## src/rtl/capmask_pkg.sv

```systemverilog
package capmask_pkg;
   localparam int CAP_W    = 257;
   localparam int IDX_W    = 5;
   localparam int CAUSE_W  = 8;

   // capability bit positions the result logic depends on
   localparam int TAG_POS   = 256;
   localparam int PAD_HI    = 255;
   localparam int PAD_LO    = 248;
   localparam int OTYPE_HI  = 247;
   localparam int OTYPE_LO  = 224;
   localparam int SWP_LO    = 208;
   localparam int SWP_N     = 16;
   localparam int SYSA_LO   = 203;
   localparam int SYSA_N    = 5;
   localparam int RSV_HI    = 202;
   localparam int RSV_LO    = 201;
   localparam int HWP_LO    = 193;
   localparam int HWP_N     = 8;
   localparam int SEAL_POS  = 192;
   localparam int ADDR_HI   = 191;

   // mask register bit positions
   localparam int MSWP_LO   = 15;
   localparam int MSYS_LO   = 10;
   localparam int MHWP_LO   = 0;
   localparam int MASK_USED = 31;

   // opcode fields
   localparam logic [5:0] OP_MAJOR = 6'b010010;
   localparam logic [4:0] OP_MINOR = 5'b00100;

   typedef enum logic [CAUSE_W-1:0] {
      CAUSE_NONE   = 8'h00,
      CAUSE_TAG    = 8'h02,
      CAUSE_SEAL   = 8'h03,
      CAUSE_ACCESS = 8'h18
   } cause_e;

   typedef struct packed {
      logic             hit;
      logic [IDX_W-1:0] dst;
      logic [IDX_W-1:0] src;
      logic [IDX_W-1:0] msk;
   } dec_t;
endpackage

```

## src/rtl/capmask_decode.sv

```systemverilog
module capmask_decode
   import capmask_pkg::*;
(
   input  logic [31:0] word,
   output dec_t        dec
);
   logic major_ok;
   logic minor_ok;
   logic tail_ok;

   assign major_ok = (word[31:26] == OP_MAJOR);
   assign minor_ok = (word[25:21] == OP_MINOR);
   assign tail_ok  = (word[5:3] == 3'b000) && (word[2:0] == 3'b000);

   assign dec.hit = major_ok & minor_ok & tail_ok;
   assign dec.dst = word[20:16];
   assign dec.src = word[15:11];
   assign dec.msk = word[10:6];
endmodule

```

## src/rtl/capmask_check.sv

```systemverilog
module capmask_check
   import capmask_pkg::*;
(
   input  logic             dst_lock,
   input  logic             src_lock,
   input  logic             tag,
   input  logic             sealed,
   input  logic [IDX_W-1:0] dst,
   input  logic [IDX_W-1:0] src,
   output logic             pass,
   output cause_e           cause,
   output logic [IDX_W-1:0] bad_idx
);
   always_comb begin
      pass    = 1'b0;
      cause   = CAUSE_NONE;
      bad_idx = '0;
      if (dst_lock) begin
         cause   = CAUSE_ACCESS;
         bad_idx = dst;
      end else if (src_lock) begin
         cause   = CAUSE_ACCESS;
         bad_idx = src;
      end else if (!tag) begin
         cause   = CAUSE_TAG;
         bad_idx = src;
      end else if (sealed) begin
         cause   = CAUSE_SEAL;
         bad_idx = src;
      end else begin
         pass = 1'b1;
      end
   end
endmodule

```

## src/rtl/capmask_apply.sv

```systemverilog
module capmask_apply
   import capmask_pkg::*;
#(
   parameter int XLEN = 64
) (
   input  logic [CAP_W-1:0] cap_in,
   input  logic [XLEN-1:0]  mask,
   output logic [CAP_W-1:0] cap_out
);
   // copied fields
   assign cap_out[TAG_POS]             = cap_in[TAG_POS];
   assign cap_out[PAD_HI:PAD_LO]       = '0;
   assign cap_out[OTYPE_HI:OTYPE_LO]   = cap_in[OTYPE_HI:OTYPE_LO];
   assign cap_out[RSV_HI:RSV_LO]       = '0;
   assign cap_out[SEAL_POS]            = cap_in[SEAL_POS];
   assign cap_out[ADDR_HI:0]           = cap_in[ADDR_HI:0];

   // masked permission groups
   for (genvar i = 0; i < SWP_N; i++) begin : g_swp
      assign cap_out[SWP_LO+i] = cap_in[SWP_LO+i] & mask[MSWP_LO+i];
   end
   for (genvar i = 0; i < SYSA_N; i++) begin : g_sys
      assign cap_out[SYSA_LO+i] = cap_in[SYSA_LO+i] & mask[MSYS_LO+i];
   end
   for (genvar i = 0; i < HWP_N; i++) begin : g_hwp
      assign cap_out[HWP_LO+i] = cap_in[HWP_LO+i] & mask[MHWP_LO+i];
   end

   logic unused_bits;
   assign unused_bits = ^{cap_in[PAD_HI:PAD_LO], cap_in[RSV_HI:RSV_LO],
                          mask[XLEN-1:MASK_USED], mask[9:8]};
endmodule

```

## src/rtl/capmask_unit.sv

```systemverilog
module capmask_unit
   import capmask_pkg::*;
#(
   parameter int XLEN       = 64,
   parameter bit CLEAR_IDLE = 1'b1
) (
   input  logic                 clk,
   input  logic                 rst_n,
   input  logic                 insn_valid,
   input  logic [31:0]          insn_word,
   input  logic [CAP_W-1:0]     src_cap,
   input  logic [XLEN-1:0]      mask_gpr,
   input  logic                 dst_locked,
   input  logic                 src_locked,
   output logic [IDX_W-1:0]     src_sel,
   output logic [IDX_W-1:0]     gpr_sel,
   output logic                 wr_en,
   output logic [IDX_W-1:0]     wr_idx,
   output logic [CAP_W-1:0]     wr_cap,
   output logic                 exc_valid,
   output logic [CAUSE_W-1:0]   exc_cause,
   output logic [IDX_W-1:0]     exc_idx
);
   if (XLEN < MASK_USED + 1) begin : g_bad_xlen
      $error("capmask_unit: XLEN must cover mask bit 31");
   end

   dec_t             dec;
   logic             pass;
   cause_e           cause;
   logic [IDX_W-1:0] bad_idx;
   logic [CAP_W-1:0] narrowed;
   logic             fire_wr;
   logic             fire_exc;

   capmask_decode u_dec (
      .word (insn_word),
      .dec  (dec)
   );

   capmask_check u_chk (
      .dst_lock (dst_locked),
      .src_lock (src_locked),
      .tag      (src_cap[TAG_POS]),
      .sealed   (src_cap[SEAL_POS]),
      .dst      (dec.dst),
      .src      (dec.src),
      .pass     (pass),
      .cause    (cause),
      .bad_idx  (bad_idx)
   );

   capmask_apply #(.XLEN(XLEN)) u_app (
      .cap_in  (src_cap),
      .mask    (mask_gpr),
      .cap_out (narrowed)
   );

   assign src_sel  = dec.src;
   assign gpr_sel  = dec.msk;
   assign fire_wr  = insn_valid & dec.hit & pass;
   assign fire_exc = insn_valid & dec.hit & ~pass;

   always_ff @(posedge clk or negedge rst_n) begin
      if (!rst_n) begin
         wr_en     <= 1'b0;
         exc_valid <= 1'b0;
         exc_cause <= '0;
         exc_idx   <= '0;
      end else begin
         wr_en     <= fire_wr;
         exc_valid <= fire_exc;
         exc_cause <= fire_exc ? cause : CAUSE_NONE;
         exc_idx   <= fire_exc ? bad_idx : '0;
      end
   end

   if (CLEAR_IDLE) begin : g_clear
      always_ff @(posedge clk or negedge rst_n) begin
         if (!rst_n) begin
            wr_idx <= '0;
            wr_cap <= '0;
         end else begin
            wr_idx <= fire_wr ? dec.dst : '0;
            wr_cap <= fire_wr ? narrowed : '0;
         end
      end
   end else begin : g_hold
      always_ff @(posedge clk or negedge rst_n) begin
         if (!rst_n) begin
            wr_idx <= '0;
            wr_cap <= '0;
         end else if (fire_wr) begin
            wr_idx <= dec.dst;
            wr_cap <= narrowed;
         end
      end
   end
endmodule

```

## config.mk

```make
export PLATFORM = sky130hd
export DESIGN_NAME = capmask_unit
export DESIGN_NICKNAME = d
export VERILOG_FILES = /design/src/rtl/capmask_pkg.sv /design/src/rtl/capmask_decode.sv /design/src/rtl/capmask_check.sv /design/src/rtl/capmask_apply.sv /design/src/rtl/capmask_unit.sv
export SDC_FILE = /design/constraint.sdc
export NUM_CORES = 1
export LEC_CHECK = 0
export BUFFER_PORTS_ARGS = -buffer_cell sky130_fd_sc_hd__buf_2
export CAP_MARGIN = 20
export CORE_AREA = 5 5 250 252
export DETAILED_ROUTE_END_ITERATION = 8
export DIE_AREA = 0 0 255 257
export SETUP_SLACK_MARGIN = 0.4
export SKIP_LAST_GASP = 1
export SLEW_MARGIN = 25
export SYNTH_ARGS = -nofsm -noshare
export SYNTH_HDL_FRONTEND = slang
export SYNTH_SLANG_ARGS = --single-unit
export TNS_END_PERCENT = 5
```

## constraint.sdc

```tcl
create_clock -name clk -period 0.8 [get_ports clk]
set_input_delay 0.24 -clock clk [delete_from_list [all_inputs] [get_ports clk]]
set_output_delay 0.24 -clock clk [all_outputs]
set_load 0.1 [all_outputs]
```

After elaboration in Yosys (flattened, before gate mapping)
Index checks and enable logic that the tools add are counted.
{"block": "totals", "register_bits": 277}
{"block": "op_classes", "eq_ne": 2, "n_mux": 16, "bitwise_logic": 35, "reduce_logical": 3}
{"op": "257-bit two-way mux", "count": 1}
{"op": "1-bit AND", "count": 34}
{"op": "8-bit two-way mux", "count": 4}
{"op": "5-bit two-way mux", "count": 6}
{"op": "6-bit by 5-bit equality test with 1-bit output (second input constant)", "count": 1}
{"op": "3-bit logical NOT", "count": 2}
{"op": "5-bit by 3-bit equality test with 1-bit output (second input constant)", "count": 1}
{"op": "1-bit two-way mux", "count": 4}
{"op": "2-bit two-way mux", "count": 1}
{"op": "1-bit logical AND", "count": 1}
{"op": "1-bit inverter", "count": 1}

Longest topological paths before layout
{"block": "depth", "depth_word": 7, "ltp_mapped": 6, "depth_no_buf": 3}

Modules after synthesis
Synthesis repeated with hierarchy kept, for this count alone.
{"block": "unflattened", "cells_unflattened": 949, "area_unflattened_um2": 12339.3}
{"mod": "capmask_unit", "n_inst": 1, "cells_per_inst": 647, "area_each_um2": 10109.7, "seq_area_each_um2": 6931.6}
{"mod": "capmask_apply", "n_inst": 1, "cells_per_inst": 258, "area_each_um2": 1896.8, "seq_area_each_um2": 0.0}
{"mod": "capmask_check", "n_inst": 1, "cells_per_inst": 23, "area_each_um2": 167.7, "seq_area_each_um2": 0.0}
{"mod": "capmask_decode", "n_inst": 1, "cells_per_inst": 21, "area_each_um2": 165.2, "seq_area_each_um2": 0.0}

Worst setup path before layout
OpenSTA, ideal clock, no wires.
{"block": "synth_path", "path_kind": "register to output", "startpoint": "register, netlist name exc_cause[3]", "endpoint": "output port exc_cause[4]", "t_arrival_ps": 1324, "t_required_ps": 560, "path_slack_ps": -764, "stages_incl_launch_ff": 2, "path_buffers": 1, "cell_sequence": "dfrtp_1 > buf_4"}
{"element": "end: declaration", "line": "capmask_unit.sv:21", "rtl": "output logic [CAUSE_W-1:0] exc_cause,"}

Worst setup path in the final report
{"block": "layout_path", "startpoint": "register wr_cap[8]", "endpoint": "output port wr_cap[8]"}
{"element": "start: declaration", "line": "capmask_unit.sv:19", "rtl": "output logic [CAP_W-1:0] wr_cap,"}
{"element": "start signal: assignment", "line": "capmask_unit.sv:85", "rtl": "wr_cap <= fire_wr ? narrowed : '0;"}
No word-level cell between the ends.

==> impl_metrics.toml <==
[critical_path]
timing.critical_path.from_type = "flip-flop"
timing.critical_path.to_type = "primary output"
crit_path_end = "wr_cap[8]"
maximum_net_fanout_on_the_critical_path = 1
worst-endpoint-arrival_ps = 1290
cpMostUsedCell = "sky130_fd_sc_hd__buf_12"
crit_chain = "buf_12 -> buf_12"
startpoint = "wr_cap[8]$_DFF_PN0_"
cell_with_the_largest_stage_delay_on_the_worst_path = "sky130_fd_sc_hd__dfrtp_1"
category_of_the_most_critical_setup_path = "reg -> out"
cp_data_required_time_ps = 560
slowest_delay_ps = 410

[outcome]
status = "finished, violations left"
violations = "hold timing, setup timing"

[final_layout]
seqCellArea_sq_mm = 0.00657
final_design_area_no_fill_sq_mm = 0.0197
multi_input_comb_area_sq_mm = 0.00329
layout.cells.most_common = "sky130_fd_sc_hd__buf_2"
final_core_utilization_pct = 32.9
fillers = 5907
mostFrequentLayoutCells = "sky130_fd_sc_hd__buf_2 (306), sky130_fd_sc_hd__buf_12 (290), sky130_fd_sc_hd__dfrtp_1 (255)"
flow.area_growth_from_synthesis_pct = 89.3
layout.nets = 1862
drive_gt1_share_pct = 57.2

[yosys]
postSynthCellCount = 902
ys_seq_elements = 262
yosys.area_share.xor_xnor_pct = 0
synthesis.area_sq_mm = 0.0104
synth_top_family_by_area = "simple AND/OR/NAND/NOR gates"
synth_seq_area_share_pct = 62.9
synth_cell_types = 23
synth.avg_cell_area_sq_um = 11.6
synth_compound_gate_area_share_pct = 0.0840
synth_fa_ha_area_share_pct = 0
share_of_synthesized_area_spent_on_multiplexers_pct = 0.480
synth-simple-area-share_pct = 29.9
synth.yosys.warnings = 0

[job]
cap_violations = 0

[sta]
min_period_over_period_pct = 191
report.final.hold_viol_count = 512
setup_slack_ps = -729
hold-worst-slack_ps = -322
rsz0062_at_grt = "true"
timing.setup.tns_ps = -217800
drv_slew = 0
finalSetupViolations = 529
fmax_mhz = 654
timing.final.crit_period_ps = 1530

[clocking]
cts_tree = "done"
cts.reportedPaths.clkPinSlew_ps = 60
htree_num_levels = 1
cts_buffers = 30
cts-root-buf = "sky130_fd_sc_hd__clkbuf_16"
buffer_count_from_post_cts_setup_fixing = 0
clockBufferDepth = 3
cts_num_sinks = 262

[die]
floorplan.core_area_sq_mm = 0.0599
rows = 90
fp.dieH_um = 257
die_width_um = 255
boundaryPins = 645
initial_utilization_pct = 17.4
die_area_sq_mm = 0.0655

[route]
drt-vias-per-instance = 3.91
wl_per_cell_um = 17.7
remaining_drc_errors = 0
detailedRoute.firstIterationViolations = 311
totalWireLength_um = 40900
ant_nets = 0
detailroute.via_count = 9029
drt_pre_antenna_iters = 4

[power_and_ir_drop]
design_power_total_uw = 29400
total_leakage_power_uw = 0.00832
power.density_cell_area_mw_per_mm2 = 1490
ir_worst_vdd_uv = 1690

[global_route]
pin_count_of_the_biggest_net_entering_global_routing = 50
grt_pass1_wl_um = 60500
globalRoute.totalOverflow = 0
antenna_found_initial = 11
grt.met1_usage_pct = 13.3
grtUsageTotal_pct = 11.9
global_routing_usage_on_met2_pct = 20.9
busiest_layer = "met2"
grtUsageMet3_pct = 3.92
grt_pass1_vias = 9783

[place]
place.port_buffers = 575
gp_congestion = 0.859
dp_worst_setup_slack_ps = -965
dp_hpwl_um = 33300
detailed_place.area_sq_mm = 0.0187

[min_path]
timing.hold.worst.class = "in -> async"
cell families after synthesis:
group | after synthesis
other cells | 1
simple gates | 523
flops | 262
compound gates | 1
buf+inv | 110
mux | 5
metrics by stage:
step	cells	hold slack [ps]
after floorplan	916	-55.6
after global placement	2254	293
after detailed placement	2254	296
after CTS	2306	-340
after global routing	2306	-329
final	2309	-322
metal layers:
metal | vias to the layer above | wire length, um
met1 | 4376 | 14800
met2 | 400 | 20700
met5 | - | 105
met4 | 16 | 1710
met3 | 91 | 3580
li1 | 4146 | -
layout make-up:
class / count / area share [%]
Sequential cell: 262 / 33.3
Clock buffer: 43 / 4.62
Multi-Input combinational cell: 544 / 16.7
Antenna cell: 3 / 0.0381
Inverter: 1 / 0.0190
Timing Repair Buffer: 665 / 39.9
Clock inverter: 9 / 0.558
Tap cell: 782 / 4.96
cells in the mapped netlist:
cell | n | share of area (%)
sky130_fd_sc_hd__nor4b_4 | 1 | 0.23
sky130_fd_sc_hd__nor3_2 | 140 | 13
sky130_fd_sc_hd__nand2_1 | 223 | 8.0
sky130_fd_sc_hd__nand2_2 | 1 | 0.060
sky130_fd_sc_hd__nor4_1 | 6 | 0.36
sky130_fd_sc_hd__buf_2 | 36 | 1.7
sky130_fd_sc_hd__nand3_1 | 32 | 1.5
sky130_fd_sc_hd__nor2b_1 | 1 | 0.060
sky130_fd_sc_hd__buf_6 | 5 | 0.54
sky130_fd_sc_hd__buf_4 | 51 | 3.7
sky130_fd_sc_hd__clkbuf_1 | 8 | 0.29
sky130_fd_sc_hd__buf_1 | 9 | 0.32
sky130_fd_sc_hd__mux2i_1 | 5 | 0.48
sky130_fd_sc_hd__nor3b_1 | 1 | 0.072
sky130_fd_sc_hd__nor3_1 | 111 | 5.3
sky130_fd_sc_hd__nor2_1 | 2 | 0.072
sky130_fd_sc_hd__a2111oi_0 | 1 | 0.084
sky130_fd_sc_hd__or2_2 | 1 | 0.060
sky130_fd_sc_hd__nor4_4 | 1 | 0.20
sky130_fd_sc_hd__inv_1 | 1 | 0.036
sky130_fd_sc_hd__conb_1 | 1 | 0.036
sky130_fd_sc_hd__nor4b_2 | 3 | 0.43
sky130_fd_sc_hd__dfrtp_1 | 262 | 63
worst min-delay path by stage:
stage | end | slack, ps | depth (start not counted)
3_3_place_gp | wr_cap[58]$_DFF_PN0_ | 290 | 2
5_1_grt | wr_cap[58]$_DFF_PN0_ | -330 | 2
2_1_floorplan | exc_cause[0]$_DFF_PN0_ | -60 | 0
4_1_cts | wr_cap[235]$_DFF_PN0_ | -340 | 2
3_5_place_dp | wr_cap[20]$_DFF_PN0_ | 300 | 2
6_report | wr_cap[29]$_DFF_PN0_ | -320 | 2
state kept, by name, indices dropped and copies added (netlist names):
signal / count
wr_en: 1
wr_cap: 247
exc_valid: 1
wr_idx: 5
exc_idx: 5
exc_cause: 3
power breakdown:
part,internal (uW),switching (uW)
Sequential,13300,2.04
Clock,8480,5480
Combinational,875,1310
Total,22600,6790
what timing repair did:
action / in CTS / in global routing
cloned: 0 / 0
setup endpoints to repair: 534 / 534
hold endpoints to repair: 516 / 513
gates resized for setup: 6 / 0
worst max-delay path: cells and delay by family (launching register included):
kind,cells,cell delay [ps]
DFF,1,410
buffers and inverters,2,300
Power figures use the tool's default switching activity.
